[src/rtl/nd_pkg.sv]
package nd_pkg;
  typedef enum logic [1:0] {
    ND_IDLE = 2'd0,
    ND_HOLD = 2'd1,
    ND_RUN  = 2'd2
  } nd_state_e;
endpackage

[src/rtl/nd_cfg.sv]
module nd_cfg #(
  parameter int DEPTH     = 64,
  parameter int MIN_DELAY = 4,
  parameter int CNT_W     = $clog2(DEPTH + 1)
) (
  input  logic             clk,
  input  logic             rst_n,
  input  logic             start,
  input  logic [CNT_W-1:0] delay_req,
  output logic             accept,
  output logic [CNT_W-1:0] cur_delay,
  output logic             cfg_err
);
  // A delay of zero cannot be built from a pointer offset, so the floor is 1.
  localparam int LO = (MIN_DELAY < 1) ? 1 : MIN_DELAY;

  logic in_window;
  assign in_window = (delay_req >= CNT_W'(LO)) && (delay_req <= CNT_W'(DEPTH));
  assign accept    = start && in_window;

  always_ff @(posedge clk or negedge rst_n) begin
    if (!rst_n) begin
      cur_delay <= CNT_W'(DEPTH);
      cfg_err   <= 1'b0;
    end else if (start) begin
      cfg_err <= !in_window;
      if (in_window) cur_delay <= delay_req;
    end
  end
endmodule

[src/rtl/nd_seq.sv]
module nd_seq
  import nd_pkg::*;
#(
  parameter int DEPTH  = 64,
  parameter int CNT_W  = $clog2(DEPTH + 1),
  parameter int ADDR_W = (DEPTH > 1) ? $clog2(DEPTH) : 1
) (
  input  logic              clk,
  input  logic              rst_n,
  input  logic              accept,
  input  logic [CNT_W-1:0]  delay_req,
  output logic              wr_en,
  output logic [ADDR_W-1:0] wr_addr,
  output logic              rd_en,
  output logic [ADDR_W-1:0] rd_addr,
  output logic              valid_q
);
  localparam bit POW2 = ((DEPTH & (DEPTH - 1)) == 0);

  nd_state_e         state;
  logic [CNT_W-1:0]  hold_cnt;
  logic [ADDR_W-1:0] wr_ptr, rd_ptr, wr_nxt, rd_nxt;

  // Pointer wrap: a power-of-two depth wraps on overflow, any other depth compares.
  generate
    if (POW2) begin : g_wrap_pow2
      assign wr_nxt = wr_ptr + ADDR_W'(1);
      assign rd_nxt = rd_ptr + ADDR_W'(1);
    end else begin : g_wrap_cmp
      assign wr_nxt = (wr_ptr == ADDR_W'(DEPTH - 1)) ? '0 : wr_ptr + ADDR_W'(1);
      assign rd_nxt = (rd_ptr == ADDR_W'(DEPTH - 1)) ? '0 : rd_ptr + ADDR_W'(1);
    end
  endgenerate

  assign wr_en   = (state != ND_IDLE) && !accept;
  assign rd_en   = (state == ND_RUN) && !accept;
  assign wr_addr = wr_ptr;
  assign rd_addr = rd_ptr;

  always_ff @(posedge clk or negedge rst_n) begin
    if (!rst_n) begin
      state    <= ND_IDLE;
      hold_cnt <= '0;
      wr_ptr   <= '0;
      rd_ptr   <= '0;
      valid_q  <= 1'b0;
    end else if (accept) begin
      state    <= ND_HOLD;
      hold_cnt <= delay_req;
      wr_ptr   <= '0;
      rd_ptr   <= '0;
      valid_q  <= 1'b0;
    end else begin
      case (state)
        ND_HOLD: begin
          wr_ptr   <= wr_nxt;
          hold_cnt <= hold_cnt - CNT_W'(1);
          if (hold_cnt <= CNT_W'(1)) state <= ND_RUN;
        end
        ND_RUN: begin
          wr_ptr  <= wr_nxt;
          rd_ptr  <= rd_nxt;
          valid_q <= 1'b1;
        end
        default: begin
          state <= ND_IDLE;
        end
      endcase
    end
  end
endmodule

[src/rtl/nd_mem.sv]
module nd_mem #(
  parameter int DATA_W = 16,
  parameter int DEPTH  = 64,
  parameter int ADDR_W = (DEPTH > 1) ? $clog2(DEPTH) : 1
) (
  input  logic              clk,
  input  logic              rst_n,
  input  logic              wr_en,
  input  logic [ADDR_W-1:0] wr_addr,
  input  logic [DATA_W-1:0] wr_data,
  input  logic              rd_en,
  input  logic [ADDR_W-1:0] rd_addr,
  input  logic              clr,
  output logic [DATA_W-1:0] rd_q
);
  logic [DATA_W-1:0] cells [DEPTH];

  always_ff @(posedge clk) begin
    if (wr_en) cells[wr_addr] <= wr_data;
  end

  // A read in the same cycle as a write to the same cell returns the old word.
  always_ff @(posedge clk or negedge rst_n) begin
    if (!rst_n)      rd_q <= '0;
    else if (clr)    rd_q <= '0;
    else if (rd_en)  rd_q <= cells[rd_addr];
  end
endmodule

[src/rtl/nd_delay_top.sv]
module nd_delay_top #(
  parameter int DATA_W    = 16,
  parameter int DEPTH     = 64,
  parameter int MIN_DELAY = 4,
  parameter int CNT_W     = $clog2(DEPTH + 1)
) (
  input  logic              clk,
  input  logic              rst_n,
  input  logic              start,
  input  logic [CNT_W-1:0]  delay_req,
  input  logic [DATA_W-1:0] in_data,
  output logic [DATA_W-1:0] out_data,
  output logic              out_valid,
  output logic              cfg_err,
  output logic [CNT_W-1:0]  cur_delay
);
  localparam int ADDR_W = (DEPTH > 1) ? $clog2(DEPTH) : 1;

  logic              accept, wr_en, rd_en;
  logic [ADDR_W-1:0] wr_addr, rd_addr;

  nd_cfg #(.DEPTH(DEPTH), .MIN_DELAY(MIN_DELAY), .CNT_W(CNT_W)) cfg_i (
    .clk(clk), .rst_n(rst_n), .start(start), .delay_req(delay_req),
    .accept(accept), .cur_delay(cur_delay), .cfg_err(cfg_err)
  );

  nd_seq #(.DEPTH(DEPTH), .CNT_W(CNT_W), .ADDR_W(ADDR_W)) seq_i (
    .clk(clk), .rst_n(rst_n), .accept(accept), .delay_req(delay_req),
    .wr_en(wr_en), .wr_addr(wr_addr), .rd_en(rd_en), .rd_addr(rd_addr),
    .valid_q(out_valid)
  );

  nd_mem #(.DATA_W(DATA_W), .DEPTH(DEPTH), .ADDR_W(ADDR_W)) mem_i (
    .clk(clk), .rst_n(rst_n), .wr_en(wr_en), .wr_addr(wr_addr),
    .wr_data(in_data), .rd_en(rd_en), .rd_addr(rd_addr), .clr(accept),
    .rd_q(out_data)
  );
endmodule

[config.mk]
export PLATFORM = sky130hd
export DESIGN_NAME = nd_delay_top
export DESIGN_NICKNAME = d
export VERILOG_FILES = /design/src/rtl/nd_pkg.sv /design/src/rtl/nd_cfg.sv /design/src/rtl/nd_seq.sv /design/src/rtl/nd_mem.sv /design/src/rtl/nd_delay_top.sv
export SDC_FILE = /design/constraint.sdc
export NUM_CORES = 1
export LEC_CHECK = 0
export BUFFER_PORTS_ARGS = -buffer_cell sky130_fd_sc_hd__clkbuf_2
export CORE_MARGIN = 8
export CORE_UTILIZATION = 55
export CTS_CLUSTER_SIZE = 30
export DETAILED_ROUTE_END_ITERATION = 12
export HOLD_SLACK_MARGIN = 0.05
export MAX_ROUTING_LAYER = met4
export PLACE_DENSITY = 0.69
export SLEW_MARGIN = 25
export SYNTH_ARGS = -nofsm -noshare
export SYNTH_HDL_FRONTEND = slang
export SYNTH_HIERARCHICAL = 1
export SYNTH_SLANG_ARGS = --single-unit
export TNS_END_PERCENT = 30
[constraint.sdc]
create_clock -name clk -period 7.3 [get_ports clk]
set_clock_uncertainty 0.15 [all_clocks]
set_input_delay 0.73 -clock clk [delete_from_list [all_inputs] [get_ports clk]]
set_output_delay 0.73 -clock clk [all_outputs]
set_load 0.01 [all_outputs]
==> summary.md, run 1 <==
| Metric | Value |
|---|---|
| Syn nets | `1,955` |
| Avg Synthesized Cell Area | `21.64 um2` |
| Num CTS Buffers | `104` |
| Slew margin rel. | `a little over a third` |
| Vias per inst | `between 6 and 7` |
| Drt wl/cell | `31.01 um` |
| DR pass1 iterations | `6` |
| Unrepaired setup endpoints after global routing | `no` |
| 1st-iter DRT viols | `2,817` |
| Final wirelength | `97,210 um` |
| Hold Crit Class | `in -> reg` |
| Critical path peak fanout | `33` |
| Initial cell density of the core | `55.12%` |
| Clock Power Share | `roughly two fifths` |
| Std cell rows | `101` |
| P&R area growth vs syn | `12.30%` |
| Hold_sp | `delay_req[4]` |
| Flop pwr share | `a little over half` |
| Die area | `around 0.085 mm2` |
| Worst vdd ir | `around 0.22 mV` |
| Most frequent cells in the layout | `edfxtp_1 (1,024), mux4_2 (220), clkbuf_16 (104), buf_4 (92), nor2_1 (84)` |
| Clock buffer depth | `3` |
| Sw Share | `a little over a fifth` |
| Unique masters post-synth | `56` |
| Static Leakage | `14.48 nW` |
| Startpoint Class | `primary input` |
| TritonCTS clock tree | `done` |
| GP Congestion | `0.9197` |
| WS Path Type | `in -> reg` |
| Global route total overflow | `0` |
| Slew Viols, Final | `0` |
| Hold EP | `seq_i/hold_cnt[4]` |
| Ys Warns | `6` |
| Post-route DRC | `0` |
| Top_reg_cell synth | `edfxtp_1` |
| Port buffer count | `50` |
| PwrDens | `276.7 mW/mm2` |
| FF-to-FF path depth | `6` |
| Post-synth EDFFs | `1,024` |
| Period Utilization, post-route | `between 50 and 60%` |
| Async SR Flop Fraction | `4.299%` |
| Post-DP Area | `0.04319 mm2` |
| Total of max-cap violations | `0` |
| Final hold slack | `0.2122 ns` |
| Root Driver | `clkbuf_16` |
| Share of cells above drive strength 1 | `roughly a quarter` |
| Pin count of the biggest net entering global routing | `99` |
| Fill cells | `5,017` |
| CORE AREA | `roughly 0.075 mm2` |
| Vias in the first global route | `roughly 20k` |
| Fin area | `0.04670 mm2` |
| Clock transition at the registers of the reported paths | `0.06 ns` |
| Endpoints failing hold | `0` |
| Worst endpoint data arrival time | `4.05 ns` |
| Highest clock rate | `259.5 MHz` |
| Final nets | `2,104` |
| Chip height | `roughly 290 um` |
| Synth Register Bits | `1,070` |
| Final setup TNS | `0 ns` |
| Sink Count | `1,070` |
| Combinational share of power | `under 10%` |
| Skew-Pair Late Insertion Delay | `between 0.6 and 0.7 ns` |
| Via count | `approximately 20k` |
| Antenna-violating nets left | `0` |
| Crit end category | `flip-flop` |
| Cell Int Power | `0.01018 W` |
| Post-CTS Setup Bufs | `0` |
| Switching Power | `approximately 0.0027 W` |
| Slew @ Worst Pin | `just under 1 ns` |
| CTS HTree Levels | `3` |
| Hold Path Cell Cnt | `3` |
| Synthesized instance count | `1,922` |
| Cell Area, Synth | `0.04159 mm2` |
| Tmin final | `3.854 ns` |
| Register area share after synthesis | `76.71%` |
| First-pass GRT wire length | `140,700 um` |
| Antenna violations before repair | `0` |
| Critical R2R Capture | `mem_i/rd_q[8]` |
| Global Route Usage Sum | `23.36%` |
| Final setup vio count | `0` |
| Dpl hpwl | `56,710 um` |
| Worst EP required | `around 7.5 ns` |
| IO Pins | `51` |
| Reg2reg setup slack | `about 3.6 ns` |
| Worst r2r src | `seq_i/rd_addr[1]` |
| Die W | `just under 300 um` |
| Status | `completed` |
| Commonest non-fill, non-tap cell in the layout | `edfxtp_1` |
power groups by stage:
stage	Combinational (W)	Sequential, W	Clock [W]
after global routing	0.000665	0.00689	0.00569
after floorplan	0.000384	0.00697	0
final	0.000628	0.00689	0.00541
after CTS	0.000630	0.00689	0.00548
after global placement	0.000609	0.00701	0
after detailed placement	0.000627	0.00701	0
routing by layer:
metal	track usage [%]	part of all wire [%]
met5	-	0
met4	5.794	2.3
met3	4.129	8.7
met2	35.67	48
met1	33.18	41
synthesized netlist by cell type (all sizes together) (12+ instances only):
cell / n / area share, %
edfxtp: 1024 / 74
mux4: 256 / 14
nor2: 87 / 0.79
nand2: 74 / 0.67
buf: 68 / 1.3
mux2i: 66 / 1.6
dfrtp: 45 / 2.7
o22ai: 43 / 0.65
clkbuf: 36 / 0.32
o21ai: 25 / 0.30
o221ai: 25 / 0.53
nand4: 22 / 0.33
nand3: 14 / 0.17
a211oi: 12 / 0.22
a21oi: 12 / 0.14
per-stage QoR:
| step | power [W] | util, % | std cells | setup slack (ns) |
|---|---|---|---|---|
| 2_1_floorplan | 0.007357 | - | 1922 | 3.119 |
| 3_3_place_gp | 0.007618 | 57.25 | 2942 | 2.926 |
| 3_5_place_dp | 0.007642 | 57.25 | 2942 | 2.922 |
| 4_1_cts | 0.01299 | 61.88 | 3134 | 3.595 |
| 5_1_grt | 0.01325 | 61.90 | 3134 | 3.385 |
| 6_report | 0.01292 | 61.90 | 3135 | 3.446 |
worst max-delay path by stage:
| stage | start | to | cells past startpoint |
|---|---|---|---|
| 6_report | delay_req[5] | mem_i/cells[63][13] | 8 |
| 3_3_place_gp | delay_req[5] | mem_i/cells[5][10] | 7 |
| 3_5_place_dp | delay_req[5] | mem_i/cells[63][8] | 8 |
| 2_1_floorplan | delay_req[5] | mem_i/cells[48][0] | 7 |
| 5_1_grt | delay_req[5] | mem_i/cells[63][13] | 8 |
| 4_1_cts | delay_req[5] | mem_i/cells[63][13] | 8 |
state kept, by name, indices dropped and copies added (netlist names):
signal           cells
seq_i/wr_addr        6
seq_i/rd_addr        6
seq_i/valid_q        1
cfg_i/cur_delay      7
mem_i/rd_q          16
mem_i/cells       1024
seq_i/hold_cnt       7
seq_i/state          2
cfg_i/cfg_err        1
logic make-up (layout without fill, tap and decap cells):
group	Yosys count	in the layout	share of synthesized area, %
buf+inv	115	349	1.712
flops	1070	1070	76.71
simple gates	243	243	2.777
xor+xnor	12	12	0.2527
mux	322	322	15.78
fa+ha+maj	7	7	0.2106
compound gates	153	153	2.557
other cells	0	1	0
critical path: stages:
cell	delay (ns)
clkbuf_2	0.12
or4_4	0.59
a31o_2	0.26
buf_4	0.24
nor2_1	0.42
nand4_1	0.72
nor2_1	0.63
buf_4	0.31
what timing repair did:
action,CTS,global route
hold buffers,1,0
endpoints found under the hold margin,45,0
gates resized for setup,0,0
area by class of cell:
cell class,count,area [um2],share of cell area [%]
antenna,1,2.502,0.005358
clock buffer,127,2689,5.758
clock inverter,64,794.5,1.701
inverter,11,41.29,0.08841
multi-input combinational,737,9006,19.28
sequential,1070,31910,68.33
tap,978,1224,2.620
timing repair buffer,147,1031,2.208
(Power assumes the default switching activity.)
==> inputs of run 2 (changes only) <==
- PLACE_DENSITY: 0.69 -> 0.72
- clock period: 7.3 -> 3.3 ns (I/O delays scaled with it)
==> summary.md, run 2 (synthesis results as in run 1) <==
| Metric | Value |
|---|---|
| Status | `completed` |
| Crit end category | `flip-flop` |
| Worst EP required | `3.51 ns (-3.99 ns)` |
| Cell Int Power | `0.02240 W (+120%)` |
| Crit-path cells | `dlygate4sd3_1 -> clkbuf_2 -> or4_4 -> a31o_2 -> nor2_1 -> buf_4 -> nand3_1 -> nor2_1 -> buf_12` |
| Slew margin rel. | `29.74% (-5.9 points)` |
| Period Utilization, post-route | `~100%` |
| Final wirelength | `96,210 um (-1.0%)` |
| Pre-CTS setup slack | `0.02169 ns (-2.900 ns)` |
| 1st-iter DRT viols | `2,470 (-12%)` |
| Slew Viols, Final | `0 (unchanged)` |
| Worst r2r src | `seq_i/rd_addr[0]` |
| Sink Count | `1,070 (unchanged)` |
| P&R area growth vs syn | `15.88%` |
| Port buffer count | `50 (unchanged)` |
| Global Route Usage Sum | `23.20% (-0.15 points)` |
| CTS HTree Levels | `3 (unchanged)` |
| Slew @ Worst Pin | `1.054 ns (+0.08808 ns)` |
| FF-to-FF path depth | `6 (unchanged)` |
| GP Congestion | `0.9756 (+6.1%)` |
| Die W | `291.0 um (unchanged)` |
| # resized after CTS | `0 (unchanged)` |
| Switching Power | `0.006002 W (+120%)` |
| IO Pins | `51 (unchanged)` |
| Final setup margin | `0.07694 ns (-3.369 ns)` |
| Vias per inst | `6.440 (-0.99%)` |
| Reg2reg setup slack | `0.34 ns (-3.29 ns)` |
| Most frequent cells in the layout | `edfxtp_1 (1,024), mux4_2 (220), clkbuf_16 (103), buf_4 (84), buf_12 (75)` |
| Post-CTS Setup Bufs | `0 (unchanged)` |
| First-pass GRT wire length | `141,100 um (+0.32%)` |
| Hold_sp | `in_data[9]` |
| Clock Power Share | `41.1% (-0.7 points)` |
| Most common cell on crit path | `nor2_1` |
| Hold EP | `mem_i/cells[31][9]` |
| Initial cell density of the core | `55.12% (unchanged)` |
| DR pass1 iterations | `5 (-1)` |
| Final core utilization | `63.87% (+2.0 points)` |
| CORE AREA | `0.07544 mm2 (unchanged)` |
| Critical R2R Capture | `mem_i/rd_q[14]` |
| Commonest non-fill, non-tap cell in the layout | `edfxtp_1` |
| Hold Crit Class | `in -> reg` |
| Std cell rows | `101 (unchanged)` |
| Crit-path max cell delay | `0.58 ns (-0.14 ns)` |
| Total of max-cap violations | `0 (unchanged)` |
| Sw Share | `21.13% (-0.098 points)` |
| Worst vdd ir | `0.5126 mV (+130%)` |
| Clock transition at the registers of the reported paths | `0.07 ns (about the same)` |
| Antenna-violating nets left | `0 (unchanged)` |
| Pin count of the biggest net entering global routing | `65 (-34%)` |
| Antenna cells | `0 (-1)` |
| Num CTS Buffers | `102 (-1.9%)` |
| Regs by FF count | `mem_i/cells: 1024 flops, mem_i/rd_q: 16 flops` |
| Final setup TNS | `0 ns (unchanged)` |
| Chip height | `291.0 um (unchanged)` |
| Tmin final | `3.223 ns` |
| Share of cells above drive strength 1 | `28.46% (+3.5 points)` |
| PwrDens | `589.4 mW/mm2 (+110%)` |
| Clock buffer depth | `3 (unchanged)` |
| Antenna violations before repair | `0 (unchanged)` |
| Root Driver | `clkbuf_16` |
| Vias in the first global route | `20.82k (+2.4%)` |
| Hold Path Cell Cnt | `1 (-2)` |
| Worst endpoint data arrival time | `3.43 ns (-0.62 ns)` |
| Critical path peak fanout | `16 (-52%)` |
| Crit-path slowest cell | `or4_4` |
| Post-route DRC | `0 (unchanged)` |
| WS Path Type | `in -> reg` |
| Largest Register | `mem_i/cells` |
| Combinational share of power | `5.3% (+0.4 points)` |
| Highest clock rate | `roughly 310 MHz` |
| Startpoint Class | `primary input` |
| Static Leakage | `15.01 nW (+3.7%)` |
| Final setup vio count | `0 (unchanged)` |
| Max FFs per register | `1,024 (unchanged)` |
| Final nets | `2,176 (+3.4%)` |
| Global route total overflow | `0 (unchanged)` |
| Endpoints failing hold | `0 (unchanged)` |
| Drt wl/cell | `29.98 um (-3.3%)` |
| TritonCTS clock tree | `done` |
| Flop pwr share | `53.6% (+0.3 points)` |
| Skew-Pair Late Insertion Delay | `0.66 ns (-0.02 ns)` |
| Die area | `0.08467 mm2 (unchanged)` |
| Unrepaired setup endpoints after global routing | `no` |
| Dpl hpwl | `58,310 um (+2.8%)` |
| Via count | `20.67k (+1.3%)` |
-- run 2: worst max-delay path: cells and delay by family --
family / cells / cell delay (ns)
buffers and inverters: 4 / 1.07
AO/OA/AOI/OAI: 1 / 0.38
AND/OR/NAND/NOR: 4 / 1.64
-- run 2: metal layers --
layer | share of wire [%] | up-vias | track usage (%)
met1 | 40 | 10927 | 32.15
li1 | - | 8559 | -
met4 | 2.4 | 0 | 5.624
met2 | 49 | 1036 | 36.63
met3 | 8.6 | 143 | 3.771
met5 | 0 | - | -
-- run 2: what timing repair did --
item | in CTS | in global routing
endpoints found under the hold margin | 61 | 0
hold buffers | 12 | 0
setup endpoints to repair | 0 | 0
-- run 2: worst max path at each step --
stage | from | to | depth (start not counted)
after floorplan | delay_req[5] | mem_i/cells[63][0] | 7
after global placement | delay_req[5] | mem_i/cells[21][8] | 8
after detailed placement | delay_req[5] | mem_i/cells[41][2] | 8
after CTS | delay_req[5] | mem_i/cells[41][13] | 9
after global routing | delay_req[5] | mem_i/cells[33][8] | 9
final | delay_req[5] | mem_i/cells[41][9] | 9
-- run 2: stage by stage --
stage	std cells	power (W)	instance area [um2]	hold WS, ns
final	3209	0.02840	48190	0.1610
after global routing	3209	0.02916	48190	0.1378
after CTS	3209	0.02857	48190	0.1353
after detailed placement	3005	0.01700	44680	0.09154
after global placement	3005	0.01694	44680	0.08180
after floorplan	1922	0.01630	41730	-0.1156
-- run 2: power groups by stage --
stage | Combinational [W] | Sequential, W | Clock (W)
after floorplan | 0.000877 | 0.0154 | 0
after CTS | 0.00151 | 0.0152 | 0.0118
after global routing | 0.00160 | 0.0152 | 0.0123
final | 0.00150 | 0.0152 | 0.0117
after global placement | 0.00145 | 0.0155 | 0
after detailed placement | 0.00149 | 0.0155 | 0
-- run 2: area by class of cell --
type | count | area [um2]
clock buffers | 125 | 2710
clock inverters | 67 | 675.6
fillers | 4765 | 27250
inverters | 11 | 41.29
multi-input cells | 737 | 9123
flip-flops and latches | 1070 | 31910
well taps | 978 | 1224
repair buffers | 221 | 2502
==> inputs of run 3 (changes only) <==
--- a/config.mk
+++ b/config.mk
@@ -7,5 +7,5 @@
 export LEC_CHECK = 0
 export BUFFER_PORTS_ARGS = -buffer_cell sky130_fd_sc_hd__clkbuf_2
-export CORE_MARGIN = 8
+export CORE_MARGIN = 2
 export CORE_UTILIZATION = 55
 export CTS_CLUSTER_SIZE = 30
==> constraint.sdc (replaced) <==
create_clock -name clk -period 3.3 [get_ports clk]
set_clock_uncertainty 0.15 [all_clocks]
set_input_delay 0.825 -clock clk [delete_from_list [all_inputs] [get_ports clk]]
set_output_delay 0.825 -clock clk [all_outputs]
set_load 0.01 [all_outputs]
==> summary.md, run 3 (synthesis results as in run 1) <==
| Metric | Value |
|---|---|
| Slew @ Worst Pin | `1.090 ns (+0.03666 ns)` |
| Post-CTS Setup Bufs | `0 (unchanged)` |
| Flop pwr share | `54.3% (+0.7 points)` |
| Std cell rows | `100 (-0.99%)` |
| Largest Register | `mem_i/cells` |
| Clock Power Share | `39.8% (-1.3 points)` |
| Global Route Usage Sum | `26.75% (+3.5 points)` |
| Dpl hpwl | `61,510 um (+5.5%)` |
| CP bufs+invs | `3 (-1)` |
| FF-to-FF path depth | `6 (unchanged)` |
| Static Leakage | `15.04 nW (+0.18%)` |
| Worst EP required | `3.75 ns (+0.24 ns)` |
| Clock buffer depth | `3 (unchanged)` |
| Regs by FF count | `mem_i/cells: 1024 flops, mem_i/rd_q: 16 flops` |
| Switching Power | `0.005921 W (-1.4%)` |
| Cell Int Power | `0.02205 W (-1.5%)` |
| Final hold slack | `0.1074 ns (-0.05357 ns)` |
| First-pass GRT wire length | `144,300 um (+2.2%)` |
| Endpoints failing hold | `0 (unchanged)` |
| Highest clock rate | `332.2 MHz (+7.1%)` |
| Via count | `20.82k (+0.75%)` |
| Clock transition at the registers of the reported paths | `0.06 ns (about the same)` |
| P&R area growth vs syn | `16.08%` |
| Crit-path cells | `clkbuf_2 -> or4_4 -> a31o_4 -> buf_4 -> nor2b_1 -> buf_4 -> nor3b_2 -> a32o_1 -> a21o_1` |
| Port buffer count | `50 (unchanged)` |
| Final nets | `2,191 (+0.69%)` |
| Most frequent cells in the layout | `edfxtp_1 (1,024), mux4_2 (220), buf_4 (116), clkbuf_16 (106), nand2_1 (71)` |
| Max FFs per register | `1,024 (unchanged)` |
| # resized after CTS | `0 (unchanged)` |
| Drt wl/cell | `30.75 um (+2.6%)` |
| Most common cell on crit path | `buf_4` |
| Pin count of the biggest net entering global routing | `65 (unchanged)` |
| Sink Count | `1,070 (unchanged)` |
| Final setup vio count | `0 (unchanged)` |
| Initial cell density of the core | `55.67% (+0.55 points)` |
| Critical path peak fanout | `16 (unchanged)` |
| 1st-iter DRT viols | `2,616 (+5.9%)` |
| Max layer used | `met4` |
| Status | `completed` |
| Post-route DRC | `0 (unchanged)` |
| Crit-path slowest cell | `nor3b_2` |
| Commonest non-fill, non-tap cell in the layout | `edfxtp_1` |
| Met2 WL post-DR | `47,050 um (-0.99%)` |
| Die W | `279.0 um (-4.1%)` |
| WS Path Type | `in -> reg` |
| Chip height | `279.0 um (-4.1%)` |
| Final wirelength | `98,740 um (+2.6%)` |
| CORE AREA | `0.07470 mm2 (-0.99%)` |
| Startpoint Class | `primary input` |
| Slew margin rel. | `26.98% (-2.8 points)` |
| Tmin final | `3.011 ns (-0.2125 ns)` |
| Reg2reg setup slack | `0.35 ns (about the same)` |
| IO Pins | `51 (unchanged)` |
| Total of max-cap violations | `0 (unchanged)` |
| PwrDens | `579.5 mW/mm2 (-1.7%)` |
| Slew Viols, Final | `0 (unchanged)` |
| Worst endpoint data arrival time | `3.46 ns (+0.03 ns)` |
| Crit path launch | `delay_req[2]` |
| DR pass1 iterations | `6 (+1)` |
| Vias per inst | `6.484 (+0.69%)` |
| GP Congestion | `0.9387 (-3.8%)` |
| Hold Crit Class | `in -> async` |
| Num CTS Buffers | `102 (unchanged)` |
| Critical R2R Capture | `mem_i/rd_q[3]` |
| Combinational share of power | `5.9% (+0.6 points)` |
| Unrepaired setup endpoints after global routing | `no` |
| Worst r2r src | `seq_i/rd_addr[1]` |
| WL met1 | `38,740 um (+1.8%)` |
| Cell family with most CP delay | `simple AND/OR/NAND/NOR gates` |
| TritonCTS clock tree | `done` |
| Sw Share | `21.17% (+0.033 points)` |
| Vias in the first global route | `21.01k (+0.90%)` |
| Routed wire length on met3 | `10,420 um (+25%)` |
| Antenna violations before repair | `3 (+3)` |
| Cts hold-fix bufs | `0 (-12)` |
| Power after layout | `0.02798 W (-1.5%)` |
| Root Driver | `clkbuf_16` |
| Crit end category | `flip-flop` |
| Global route total overflow | `0 (unchanged)` |
| Share of cells above drive strength 1 | `30.58% (+2.1 points)` |
| Skew-Pair Late Insertion Delay | `0.66 ns (about the same)` |
| Crit-path max cell delay | `0.87 ns (+0.29 ns)` |
| CTS HTree Levels | `3 (unchanged)` |
| Period Utilization, post-route | `91.23% (-6.4 points)` |
| Antenna-violating nets left | `0 (unchanged)` |
| Worst vdd ir | `0.4128 mV (-19%)` |
| Die area | `0.07783 mm2 (-8.1%)` |
-- run 3: changes by cell type in the layout (fill, tap and decap cells not counted), sizes merged --
cell | before | now
buf | 162 | 186
bufinv | 11 | 5
clkbuf | 172 | 180
clkinv | 45 | 46
clkinvlp | 6 | 3
diode | 0 | 2
dlygate4sd3 | 12 | 0
inv | 16 | 13
-- run 3: area by class of cell --
type                            count  area, um2
Sequential cell                  1070      31910
Fill cell                        4716      26420
Multi-Input combinational cell    737       9387
Clock buffer                      130       2793
Timing Repair Buffer              236       2525
Tap cell                          969       1212
Clock inverter                     56      399.1
Inverter                           11      41.29
Antenna cell                        2      5.005
-- run 3: worst max-delay path by stage --
stage                           to  cells past startpoint
2_1_floorplan   mem_i/cells[15][0]                      7
3_3_place_gp    mem_i/cells[17][7]                      7
3_5_place_dp    mem_i/cells[17][3]                      7
4_1_cts        mem_i/cells[17][15]                      7
5_1_grt              mem_i/rd_q[3]                      6
6_report             mem_i/rd_q[6]                      9
-- run 3: per-stage QoR --
step           TNS [ns]  instances  setup slack, ns  utilization, %  instance area, um2
3_5_place_dp     -47.33       3023          -0.3757           60.34               45070
5_1_grt               0       3211           0.1722           64.63               48280
6_report              0       3211           0.2894           64.63               48280
4_1_cts               0       3209           0.3211           64.61               48270
2_1_floorplan   -190.68       1922          -0.3863               -               42010
3_3_place_gp     -37.85       3022          -0.3145           60.31               45050
-- run 3: power groups by stage --
stage / Combinational, W / Clock, W / Sequential (W)
after global routing: 0.00175 / 0.0118 / 0.0152
after floorplan: 0.000922 / 0 / 0.0154
after detailed placement: 0.00163 / 0 / 0.0155
after global placement: 0.00159 / 0 / 0.0155
final: 0.00165 / 0.0111 / 0.0152
after CTS: 0.00164 / 0.0113 / 0.0152
-- run 3: worst register-to-register path: cells and delay by family (launching register included) --
| family | cells | cell delay [ns] |
|---|---|---|
| flip-flops | 1 | 0.83 |
| multiplexers | 1 | 0.57 |
| buffers and inverters | 1 | 0.35 |
| AO/OA/AOI/OAI | 3 | 0.89 |
| AND/OR/NAND/NOR | 1 | 0.07 |
-- run 3: routing by layer --
metal | global-route usage (%) | vias to the layer above
met1 | 36.74 | 10970
li1 | - | 8596
met3 | 6.711 | 155
met4 | 7.747 | 0
met2 | 40.41 | 1099
met5 | - | -
